$ cat config.mk
export PLATFORM = sky130hd
export DESIGN_NAME = pwm_prescale_chan
export DESIGN_NICKNAME = d
export VERILOG_FILES = /design/src/rtl/pwm_pkg.sv /design/src/rtl/pwm_cfg_regs.sv /design/src/rtl/pwm_divider.sv /design/src/rtl/pwm_counter.sv /design/src/rtl/pwm_prescale_chan.sv
export SDC_FILE = /design/constraint.sdc
export NUM_CORES = 1
export LEC_CHECK = 0
export ABC_AREA = 1
export BUFFER_PORTS_ARGS = -buffer_cell sky130_fd_sc_hd__buf_4
export CELL_PAD_IN_SITES_DETAIL_PLACEMENT = 2
export CELL_PAD_IN_SITES_GLOBAL_PLACEMENT = 2
export CORE_AREA = 2 2 95 97
export CTS_BUF_LIST = sky130_fd_sc_hd__clkbuf_2
export DETAILED_ROUTE_END_ITERATION = 16
export DIE_AREA = 0 0 97 99
export GPL_TIMING_DRIVEN = 0
export PLACE_DENSITY_LB_ADDON = 0.1
export SYNTH_ARGS = -nofsm -noshare
export SYNTH_HDL_FRONTEND = slang
export SYNTH_SLANG_ARGS = --single-unit
$ cat constraint.sdc
create_clock -name clk -period 3.3 [get_ports clk]
set_input_delay 0.495 -clock clk [delete_from_list [all_inputs] [get_ports clk]]
set_output_delay 0.495 -clock clk [all_outputs]
set_load 0.01 [all_outputs]
$ cat src/rtl/pwm_pkg.sv
package pwm_pkg;
  localparam int CNT_W   = 9;
  localparam int SMALL_W = 6;
  localparam int EXP_W   = 3;
  localparam int EXPC_W  = (1 << EXP_W) - 1;
  localparam int PRE_W   = 3;
  localparam int IDX_W   = 2;

  localparam logic [7:0] A_SIZECLK = 8'h41;
  localparam logic [7:0] A_DIV     = 8'h42;
  localparam logic [7:0] A_DUTY_LO = 8'h44;
  localparam logic [7:0] A_DUTY_HI = 8'h45;
  localparam logic [7:0] A_ENCTL   = 8'h46;
  localparam logic [7:0] A_SYNC    = 8'h47;

  typedef struct packed {
    logic             wide;
    logic [1:0]       csel;
    logic [IDX_W-1:0] pidx;
    logic [EXP_W-1:0] expo;
    logic [CNT_W-1:0] duty;
  } cfg_t;

  function automatic logic [PRE_W-1:0] prediv_of(input logic [IDX_W-1:0] idx);
    case (idx)
      2'd0:    return PRE_W'(1);
      2'd1:    return PRE_W'(3);
      2'd2:    return PRE_W'(5);
      default: return PRE_W'(6);
    endcase
  endfunction

  function automatic logic [CNT_W-1:0] top_count(input logic wide);
    return wide ? {CNT_W{1'b1}} : {{(CNT_W-SMALL_W){1'b0}}, {SMALL_W{1'b1}}};
  endfunction

  function automatic logic [EXPC_W-1:0] exp_limit(input logic [EXP_W-1:0] e);
    return (EXPC_W'(1) << e) - EXPC_W'(1);
  endfunction

  function automatic logic [CNT_W-1:0] duty_eff(input logic wide, input logic [CNT_W-1:0] d);
    return wide ? d : {{(CNT_W-SMALL_W){1'b0}}, d[SMALL_W-1:0]};
  endfunction
endpackage

$ cat src/rtl/pwm_cfg_regs.sv
module pwm_cfg_regs
  import pwm_pkg::*;
(
  input  logic       clk,
  input  logic       rst_n,
  input  logic       wr_en,
  input  logic [7:0] wr_addr,
  input  logic [7:0] wr_data,
  input  logic       apply_ok,
  output cfg_t       cfg_act,
  output logic       out_en,
  output logic       src_pwm,
  output logic       cfg_load
);
  cfg_t shadow;
  logic pend;
  logic sync_req;
  logic unused_d3;

  assign unused_d3 = wr_data[3];
  assign sync_req  = wr_en && (wr_addr == A_SYNC) && wr_data[0];
  assign cfg_load  = pend && apply_ok;

  always_ff @(posedge clk) begin
    if (!rst_n) begin
      shadow  <= '0;
      cfg_act <= '0;
      out_en  <= 1'b0;
      src_pwm <= 1'b0;
      pend    <= 1'b0;
    end else begin
      if (wr_en) begin
        case (wr_addr)
          A_SIZECLK: begin
            shadow.wide <= wr_data[4];
            shadow.csel <= wr_data[1:0];
          end
          A_DIV: begin
            shadow.pidx <= wr_data[6:5];
            shadow.expo <= wr_data[2:0];
          end
          A_DUTY_LO: shadow.duty[7:0] <= wr_data;
          A_DUTY_HI: shadow.duty[CNT_W-1] <= wr_data[0];
          A_ENCTL: begin
            out_en  <= wr_data[7];
            src_pwm <= wr_data[2];
          end
          default: ;
        endcase
      end
      if (cfg_load) begin
        cfg_act <= shadow;
        pend    <= 1'b0;
      end
      if (sync_req) pend <= 1'b1;
    end
  end


  act_hold_chk: assert property (@(posedge clk) disable iff (!rst_n)
    !cfg_load |=> $stable(cfg_act));
endmodule

$ cat src/rtl/pwm_divider.sv
module pwm_divider
  import pwm_pkg::*;
#(
  parameter int N_SRC = 3
) (
  input  logic             clk,
  input  logic             rst_n,
  input  logic [N_SRC-1:0] tick_src,
  input  logic [1:0]       csel,
  input  logic [IDX_W-1:0] pidx,
  input  logic [EXP_W-1:0] expo,
  input  logic             restart,
  output logic             pwm_tick,
  output logic             gated
);
  logic [N_SRC:0]     src_vec;
  logic               strobe;
  logic [PRE_W-1:0]   pre_cnt;
  logic [EXPC_W-1:0]  exp_cnt;
  logic               pre_last;
  logic               exp_last;

  assign src_vec[0] = 1'b0;
  for (genvar g = 0; g < N_SRC; g++) begin : g_src
    assign src_vec[g+1] = tick_src[g];
  end

  assign gated    = (csel == 2'd0);
  assign strobe   = src_vec[csel];
  assign pre_last = (pre_cnt == prediv_of(pidx) - PRE_W'(1));
  assign exp_last = (exp_cnt == exp_limit(expo));
  assign pwm_tick = strobe && pre_last && exp_last;

  always_ff @(posedge clk) begin
    if (!rst_n || restart) begin
      pre_cnt <= '0;
      exp_cnt <= '0;
    end else if (strobe) begin
      if (pre_last) begin
        pre_cnt <= '0;
        exp_cnt <= exp_last ? '0 : exp_cnt + EXPC_W'(1);
      end else begin
        pre_cnt <= pre_cnt + PRE_W'(1);
      end
    end
  end
endmodule

$ cat src/rtl/pwm_counter.sv
module pwm_counter
  import pwm_pkg::*;
(
  input  logic             clk,
  input  logic             rst_n,
  input  logic             pwm_tick,
  input  logic             restart,
  input  logic             wide,
  input  logic [CNT_W-1:0] duty,
  output logic [CNT_W-1:0] cnt,
  output logic             wrap,
  output logic             cmp_hi
);
  assign wrap   = pwm_tick && (cnt == top_count(wide));
  assign cmp_hi = (cnt < duty_eff(wide, duty));

  always_ff @(posedge clk) begin
    if (!rst_n || restart) cnt <= '0;
    else if (pwm_tick)     cnt <= wrap ? '0 : cnt + CNT_W'(1);
  end


  cnt_range_chk: assert property (@(posedge clk) disable iff (!rst_n)
    cnt <= top_count(wide));


  cnt_hold_chk: assert property (@(posedge clk) disable iff (!rst_n)
    (!pwm_tick && !restart) |=> $stable(cnt));
endmodule

$ cat src/rtl/pwm_prescale_chan.sv
module pwm_prescale_chan
  import pwm_pkg::*;
#(
  parameter int N_SRC = 3
) (
  input  logic             clk,
  input  logic             rst_n,
  input  logic             reg_wr,
  input  logic [7:0]       reg_addr,
  input  logic [7:0]       reg_wdata,
  input  logic [N_SRC-1:0] tick_src,
  output logic             pwm_out
);
  cfg_t             cfg_act;
  logic             out_en, src_pwm, cfg_load;
  logic             pwm_tick, gated, wrap, cmp_hi;
  logic [CNT_W-1:0] cnt;

  pwm_cfg_regs u_regs (
    .clk(clk), .rst_n(rst_n), .wr_en(reg_wr), .wr_addr(reg_addr),
    .wr_data(reg_wdata), .apply_ok(wrap || gated), .cfg_act(cfg_act),
    .out_en(out_en), .src_pwm(src_pwm), .cfg_load(cfg_load)
  );

  pwm_divider #(.N_SRC(N_SRC)) u_div (
    .clk(clk), .rst_n(rst_n), .tick_src(tick_src), .csel(cfg_act.csel),
    .pidx(cfg_act.pidx), .expo(cfg_act.expo), .restart(cfg_load),
    .pwm_tick(pwm_tick), .gated(gated)
  );

  pwm_counter u_cnt (
    .clk(clk), .rst_n(rst_n), .pwm_tick(pwm_tick), .restart(cfg_load),
    .wide(cfg_act.wide), .duty(cfg_act.duty), .cnt(cnt), .wrap(wrap),
    .cmp_hi(cmp_hi)
  );

  assign pwm_out = out_en && src_pwm && cmp_hi;


  load_restart_chk: assert property (@(posedge clk) disable iff (!rst_n)
    cfg_load |=> (cnt == '0));


  never_full_chk: assert property (@(posedge clk) disable iff (!rst_n)
    (cnt == top_count(cfg_act.wide)) |-> !pwm_out);


  gated_tick_chk: assert property (@(posedge clk) disable iff (!rst_n)
    gated |-> !pwm_tick);
endmodule

== Yosys cells after proc, flatten, opt, wreduce, memory -nomap -nowiden ==
Index checks and enable logic that the tools add are counted.

* ROM bits: 0
* RAM bits: 0
* Bits in latches: 0
* Memories kept: 0
* Input port bits: 22
* Output and inout port bits: 1
* Flip-flop bits (word level): 56

* Shift operators: 1
* Divide/modulo/power cells: 0
* Bitwise logic cells: 0
* $mul: 0
* Mux-type cells: 10
* Magnitude comparators: 2
* Reductions and logical operators: 20
* Add/sub/neg operators: 5
* Equal/unequal tests: 11

{| class="wikitable"
|+ Operators with widths
! kind !! count
|-
| $eq 8x7->1 const B || 6
|-
| $mux 9 || 3
|-
| $reduce_and 2->1 || 6
|-
| $add 9x1->9 const B || 1
|-
| $eq 9x9->1 || 1
|-
| $lt 9x9->1 || 1
|-
| $pmux 3 s3 || 1
|-
| $logic_and 1x1->1 || 8
|-
| $add 7x1->7 const B || 1
|-
| $eq 7x7->1 || 1
|-
| $mux 7 || 1
|-
| $shl 1x3->7 const A || 1
|-
| $sub 7x2->7 const B || 1
|-
| $logic_not 2->1 || 2
|-
| $add 3x1->3 const B || 1
|-
| $eq 3x3->1 || 1
|-
| $lt 2x3->1 const B || 1
|-
| $mux 1 || 3
|-
| $mux 3 || 1
|-
| $sub 3x1->3 const B || 1
|-
| $bmux 1 s2 || 1
|-
| $eq 2x1->1 const B || 1
|-
| $eq 2x2->1 const B || 1
|-
| $logic_or 1x1->1 || 2
|-
| other kinds (2) || 2
|}

== Longest topological paths before layout ==
* Depth in word-level cells: 11
* Gate-level depth with buffers: 17
* Mapped depth without buffers: 17

== Cells and area by module ==
From an unflattened synthesis, not the netlist that was laid out.

* Cells, all modules: 477
* Area, all modules: 3215.6 um2

{| class="wikitable"
|+ Modules (own cells, without submodules)
! module !! area each (um2) !! cells each !! sequential area each (um2) !! instances
|-
| pwm_cfg_regs || 1575.3 || 217 || 740.7 || 1
|-
| pwm_divider || 869.6 || 136 || 200.2 || 1
|-
| pwm_counter || 753.2 || 120 || 180.2 || 1
|-
| pwm_prescale_chan || 17.5 || 4 || 0.0 || 1
|}

== Worst setup path after synthesis ==
No wires, ideal clock.

* Path type: reg2reg
* From: reg, netlist name u_regs.cfg_act[10]
* To: reg u_div.pre_cnt[1]
* Setup time: 0.118 ns
* Path slack: 1.217 ns
* Cell stages (with the launch flop): 18
* Arrival: 1.965 ns
* Clock period less this slack: 2.083 ns
* Cell sequence: dfxtp_1 -> buf_6 -> nor2_4 -> nand2_2 -> ha_1 -> nand2_1 -> inv_1 -> nor2_1 -> nand2_1 -> nor2_1 -> nand2_1 -> nor2_2 -> nand4_4 -> nand2_4 -> nand2_2 -> nand2_2 -> buf_6 -> nor2_1

* Word-level cells in the longest chain between the ends: 8

{| class="wikitable"
|+ Ends and longest elaborated chain
! what !! RTL line !! text
|-
| $shl 1x3->7 || pwm_pkg.sv:38 || <nowiki>return (EXPC_W'(1) << e) - EXPC_W'(1);</nowiki>
|-
| $sub 7x2->7 || pwm_pkg.sv:38 ||
|-
| $eq 7x7->1 || pwm_divider.sv:31 || <nowiki>assign exp_last = (exp_cnt == exp_limit(expo));</nowiki>
|-
| $logic_and 1x1->1 || pwm_divider.sv:32 || <nowiki>assign pwm_tick = strobe && pre_last && exp_last;</nowiki>
|-
| $logic_and 1x1->1 || pwm_counter.sv:14 || <nowiki>assign wrap = pwm_tick && (cnt == top_count(wide));</nowiki>
|-
| $logic_or 1x1->1 || pwm_prescale_chan.sv:21 || <nowiki>.wr_data(reg_wdata), .apply_ok(wrap || gated), .cfg_act(cfg_act),</nowiki>
|-
| $logic_and 1x1->1 || pwm_cfg_regs.sv:22 || <nowiki>assign cfg_load = pend && apply_ok;</nowiki>
|-
| $logic_or 1x1->1 || pwm_divider.sv:35 || <nowiki>if (!rst_n || restart) begin</nowiki>
|-
| to (signal assigned) || pwm_divider.sv:43 || <nowiki>pre_cnt <= pre_cnt + PRE_W'(1);</nowiki>
|-
| to (decl) || pwm_divider.sv:18 || <nowiki>logic [PRE_W-1:0] pre_cnt;</nowiki>
|}

No other way between the ends.
A chain may end at the register's enable or synchronous reset.

== Worst setup path after layout ==
* From: reg u_cnt.cnt[4]
* To: out pwm_out

* Word-level cells in the longest chain between the ends: 2

{| class="wikitable"
|+ Ends and longest elaborated chain
! what !! RTL line !! text
|-
| from (decl) || pwm_counter.sv:10 || <nowiki>output logic [CNT_W-1:0] cnt,</nowiki>
|-
| from (signal assigned) || pwm_counter.sv:19 || <nowiki>else if (pwm_tick) cnt <= wrap ? '0 : cnt + CNT_W'(1);</nowiki>
|-
| $lt 9x9->1 || pwm_counter.sv:15 || <nowiki>assign cmp_hi = (cnt < duty_eff(wide, duty));</nowiki>
|-
| $logic_and 1x1->1 || pwm_prescale_chan.sv:37 || <nowiki>assign pwm_out = out_en && src_pwm && cmp_hi;</nowiki>
|-
| to (decl) || pwm_prescale_chan.sv:12 || <nowiki>output logic pwm_out</nowiki>
|}

No other way between the ends.

==> flow_summary.html <==
<table>
<tr><th>Metric</th><th>Value</th></tr>
<tr><th colspan="2">Finish</th></tr>
<tr><td>Net count of the finished layout</td><td>slightly above 500</td></tr>
<tr><td>Fraction of layout cells with a size suffix above 1</td><td>between 10% and 20%</td></tr>
<tr><td>Final instance area</td><td>3531 sq um</td></tr>
<tr><td>Post-route insts no fill</td><td>between 500 and 600</td></tr>
<tr><td>Area delta synth-&gt;final</td><td>11.81%</td></tr>
<tr><td>Antenna diode count</td><td>0</td></tr>
<tr><th colspan="2">Routing</th></tr>
<tr><td>Number of iterations in the first detailed-routing pass</td><td>4</td></tr>
<tr><td>Post-detailed-route count of antenna-violating nets</td><td>0</td></tr>
<tr><td>Detailed-route vias per instance</td><td>4.934</td></tr>
<tr><td>Wire length after detailed routing</td><td>between 8 and 9 mm</td></tr>
<tr><td>DRC</td><td>0</td></tr>
<tr><td>Total via count in the routed design</td><td>between 2000 and 3000</td></tr>
<tr><td>Routed WL per cell</td><td>~14 um</td></tr>
<tr><td>Violation count after the first detailed-route iteration</td><td>55</td></tr>
<tr><th colspan="2">Setup path</th></tr>
<tr><td>Crit path kind</td><td>register to output port</td></tr>
<tr><td>Reg-to-reg startpoint</td><td>u_regs.cfg_act[11]$_SDFFE_PN0P_</td></tr>
<tr><td>Worst path top cell family by delay</td><td>flip-flops</td></tr>
<tr><td>Data arrival time of the critical path</td><td>2160 ps</td></tr>
<tr><td>Number of cells on the worst reg-to-reg path</td><td>15</td></tr>
<tr><td>Critical path required time</td><td>approximately 2800 ps</td></tr>
<tr><td>Category of the worst setup path launch point</td><td>register</td></tr>
<tr><td>Largest fanout on the critical path</td><td>6</td></tr>
<tr><td>Setup crit start</td><td>u_cnt.cnt[4]$_SDFFE_PP0P_</td></tr>
<tr><td>Nature of the critical path endpoint</td><td>output port</td></tr>
<tr><td>Buffers and inverters on the worst path</td><td>1</td></tr>
<tr><td>Register-to-register setup slack</td><td>roughly 840 ps</td></tr>
<tr><td>Worst path cell trace</td><td>ha_1 -&gt; a21oi_1 -&gt; o21ai_0 -&gt; nand2_1 -&gt; o2111ai_1 -&gt; nor3_1 -&gt; buf_4</td></tr>
<tr><td>Critical Path Slowest Stage Cell</td><td>dfxtp_1</td></tr>
<tr><td>Delay of the slowest critical-path stage</td><td>560 ps</td></tr>
<tr><td>Crit Reg-Reg Endpoint</td><td>u_div.exp_cnt[6]$_SDFFE_PP0P_</td></tr>
<tr><th colspan="2">Global routing</th></tr>
<tr><td>Largest net degree at the start of global routing</td><td>19</td></tr>
<tr><td>Antenna violations before repair</td><td>0</td></tr>
<tr><td>Total global routing track utilization</td><td>between 10% and 20%</td></tr>
<tr><td>Vias in the first global route</td><td>3170</td></tr>
<tr><td>Global-route wire length before repair</td><td>approximately 15 mm</td></tr>
<tr><td>Total gr overflow</td><td>0</td></tr>
<tr><th colspan="2">Power</th></tr>
<tr><td>Worst supply voltage drop on vdd</td><td>roughly 150 uV</td></tr>
<tr><td>Leakage power summed over all cells</td><td>around 1.4 nW</td></tr>
<tr><td>Power density normalized to cell area</td><td>313.6 nW/um^2</td></tr>
<tr><td>Total power</td><td>0.001107 W</td></tr>
<tr><th colspan="2">CTS</th></tr>
<tr><td>Number of buffers on the longest clock path</td><td>2</td></tr>
<tr><td>Worst-Skew Late Latency</td><td>470 ps</td></tr>
<tr><td>Total CTS buffers</td><td>5</td></tr>
<tr><td>Clock sink total</td><td>56</td></tr>
<tr><td>TritonCTS clock tree</td><td>done</td></tr>
<tr><td>H-tree lvl count</td><td>2</td></tr>
<tr><td>Post_cts resized</td><td>0</td></tr>
<tr><td>Post-CTS clock slew at the launch and capture registers of the worst setup and hold paths</td><td>320 ps</td></tr>
<tr><td>Post-CTS Setup Bufs</td><td>0</td></tr>
<tr><td>CTS Root Cell</td><td>clkbuf_2</td></tr>
<tr><td>Cts-stage hold buffer count</td><td>0</td></tr>
<tr><th colspan="2">Die</th></tr>
<tr><td>Ports placed on the boundary</td><td>23</td></tr>
<tr><td>DIE AREA</td><td>~9600 sq um</td></tr>
<tr><td>Die Y-Extent</td><td>99 um</td></tr>
<tr><td>Placement row count</td><td>34</td></tr>
<tr><td>Width of the chip</td><td>about 97 um</td></tr>
<tr><td>Starting density of the core</td><td>36.93%</td></tr>
<tr><td>Area of the core</td><td>roughly 8600 sq um</td></tr>
<tr><th colspan="2">Yosys</th></tr>
<tr><td>Commonest register cell after synthesis</td><td>dfxtp_1</td></tr>
<tr><td>Count leader, synth</td><td>nand2_1</td></tr>
<tr><td>Adder-cell area share of the yosys netlist</td><td>4.754%</td></tr>
<tr><td>Area fraction in and, or, nand and nor cells after synthesis</td><td>30.55%</td></tr>
<tr><td>Xor and xnor area share after synthesis</td><td>roughly 3.9%</td></tr>
<tr><td>Average instance area after synthesis</td><td>6.956 sq um</td></tr>
<tr><td>Number of unique standard cell types used by synthesis</td><td>38</td></tr>
<tr><td>Multiplexer area fraction after synthesis</td><td>0%</td></tr>
<tr><td>Synthesized flop and latch total</td><td>56</td></tr>
<tr><td>Share of async-settable or async-resettable flops after synthesis</td><td>0%</td></tr>
<tr><td>Yosys warning total</td><td>0</td></tr>
<tr><td>Largest area contributor in the netlist</td><td>dfxtp_1</td></tr>
<tr><td>Synthesized instance count</td><td>approximately 450</td></tr>
<tr><td>Commonest cells in the synthesized netlist</td><td>nand2_1 (79), inv_1 (67), nor2_1 (58)</td></tr>
<tr><td>Cell types with the largest area share after synthesis</td><td>dfxtp_1 (35%), nand2_1 (9.4%), inv_1 (8.0%)</td></tr>
<tr><td>Fraction of the yosys area taken by sequential cells</td><td>a little over a third</td></tr>
<tr><td>Post-synthesis compound-gate area fraction</td><td>13.27%</td></tr>
<tr><td>Area of the mapped netlist</td><td>approximately 3200 sq um</td></tr>
<tr><td>Share of Yosys cell area claimed by the top area cell type</td><td>35.50%</td></tr>
<tr><td>Main combinational cell family by area after synthesis</td><td>simple AND/OR/NAND/NOR gates</td></tr>
<tr><td>Syn nets</td><td>roughly 490</td></tr>
<tr><td>Count of flip-flops with a built-in enable after synthesis</td><td>0</td></tr>
<tr><th colspan="2">Hold path</th></tr>
<tr><td>Hold path endpoint</td><td>u_regs.shadow[3]$_SDFFE_PN0P_</td></tr>
<tr><td>Cell depth of the worst hold path</td><td>3</td></tr>
<tr><td>Hold Crit Class</td><td>input port to register</td></tr>
<tr><td>Hold path startpoint</td><td>reg_wdata[3]</td></tr>
<tr><th colspan="2">Place</th></tr>
<tr><td>Placement-stage cell area</td><td>around 3500 sq um</td></tr>
<tr><td>Final HPWL from detailed placement</td><td>around 6.7 mm</td></tr>
<tr><td>Last weighted congestion value of the routability-driven placer</td><td>about 0.78</td></tr>
<tr><td>Count of buffers from port buffering</td><td>22</td></tr>
<tr><td>Total placed cells including tap cells</td><td>between 500 and 600</td></tr>
<tr><th colspan="2">Timing</th></tr>
<tr><td>Final number of hold-violating endpoints</td><td>0</td></tr>
<tr><td>Post-route setup TNS</td><td>0 ps</td></tr>
<tr><td>Maximum clock rate</td><td>about 380 MHz</td></tr>
<tr><td>Slew @ Worst Pin</td><td>487.6 ps</td></tr>
<tr><td>Final cycle utilization of the critical path</td><td>between 80 and 90%</td></tr>
<tr><td>Max-slew headroom at the worst pin</td><td>approximately two thirds</td></tr>
<tr><td>Pins Over Slew Limit</td><td>0</td></tr>
<tr><td>Layout Skew</td><td>a little over 30 ps</td></tr>
<tr><td>Post-route minimum period</td><td>about 2700 ps</td></tr>
<tr><td>Number of failing setup endpoints in the final timing report</td><td>0</td></tr>
<tr><td>RSZ-0062 raised after global routing</td><td>false</td></tr>
<tr><th colspan="2">Run</th></tr>
<tr><td>Max cap viols</td><td>0</td></tr>
<tr><th colspan="2">Status</th></tr>
<tr><td>Result of the run</td><td>finished clean</td></tr>
</table>
==> routing by layer <==
layer | global-route usage (%) | part of all wire [%]
met1 | 21.43 | 44
met2 | 36.16 | 53
met3 | 2.979 | 1.8
met4 | 4.117 | 1.1
met5 | 0 | 0
==> state kept, by name, summed over array words and instances (netlist names) <==
signal,count
u_regs.out_en,1
u_regs.pend,1
u_regs.src_pwm,1
u_regs.cfg_act,17
u_div.exp_cnt,7
u_cnt.cnt,9
u_regs.shadow,17
u_div.pre_cnt,3
==> layout make-up <==
class	instances	area (sq um)
Clock buffer	5	25.02
Buffer	17	113.9
Timing Repair Buffer	22	165.2
Inverter	71	266.5
Tap cell	108	135.1
Multi-Input combinational cell	310	1657
Sequential cell	56	1121
Clock inverter	3	47.55
Fill cell	1071	5020
==> stage by stage <==
step	worst slack, ps	util [%]	hold slack [ps]
final	645.4	41.29	209.8
after global routing	395.5	41.29	155.6
after CTS	597.0	41.29	177.5
after detailed placement	862.1	40.44	449.8
after global placement	864.1	40.44	442.8
after floorplan	1217	-	430.1
==> worst min-delay path: stages <==
cell and delay (ps):
buf_4 110, inv_1 40, a21oi_1 50
==> logic make-up (layout without fill, tap and decap cells) <==
family	after synthesis	after routing
flip-flops	56	56
AND/OR/NAND/NOR	204	204
adder cells (fa/ha/maj)	12	12
buffers and inverters	88	118
XOR/XNOR	14	14
AO/OA/AOI/OAI	80	80
==> report_power, final <==
part,switching [W],internal [W]
combinational,0.0000301,0.0000263
sequential,0.000000276,0.000681
clock,0.000239,0.000131
total,0.000269,0.000838
==> worst max path at each step <==
stage | endpoint | cells after the start
global placement | u_div.exp_cnt[3]$_SDFFE_PP0P_ | 15
CTS | pwm_out | 7
detailed placement | u_div.exp_cnt[6]$_SDFFE_PP0P_ | 15
finish | pwm_out | 7
global route | pwm_out | 9
floorplan | u_div.pre_cnt[1]$_SDFFE_PP0P_ | 17
==> placed cells by master (no fill, tap or decap), types with 2 or more instances in the layout <==
cell and n:
inv_1 67, nor2_2 3, xor2_1 7, nand3b_1 2, nand4_1 6, nand3_2 2
nor3_2 6, nand2_2 4, buf_6 5, nand2_1 79, clkbuf_1 4, ha_1 12
clkinv_4 2, inv_2 3, nor2_1 58, buf_4 25, nand3_1 32, clkbuf_2 5
a22oi_1 2, o21ai_0 27, o21ai_1 2, dfxtp_1 56, buf_1 4, a21oi_1 44
nor2_4 4, nor3_1 2, xnor2_1 7
Note: power is estimated with default switching activity, not from simulation.
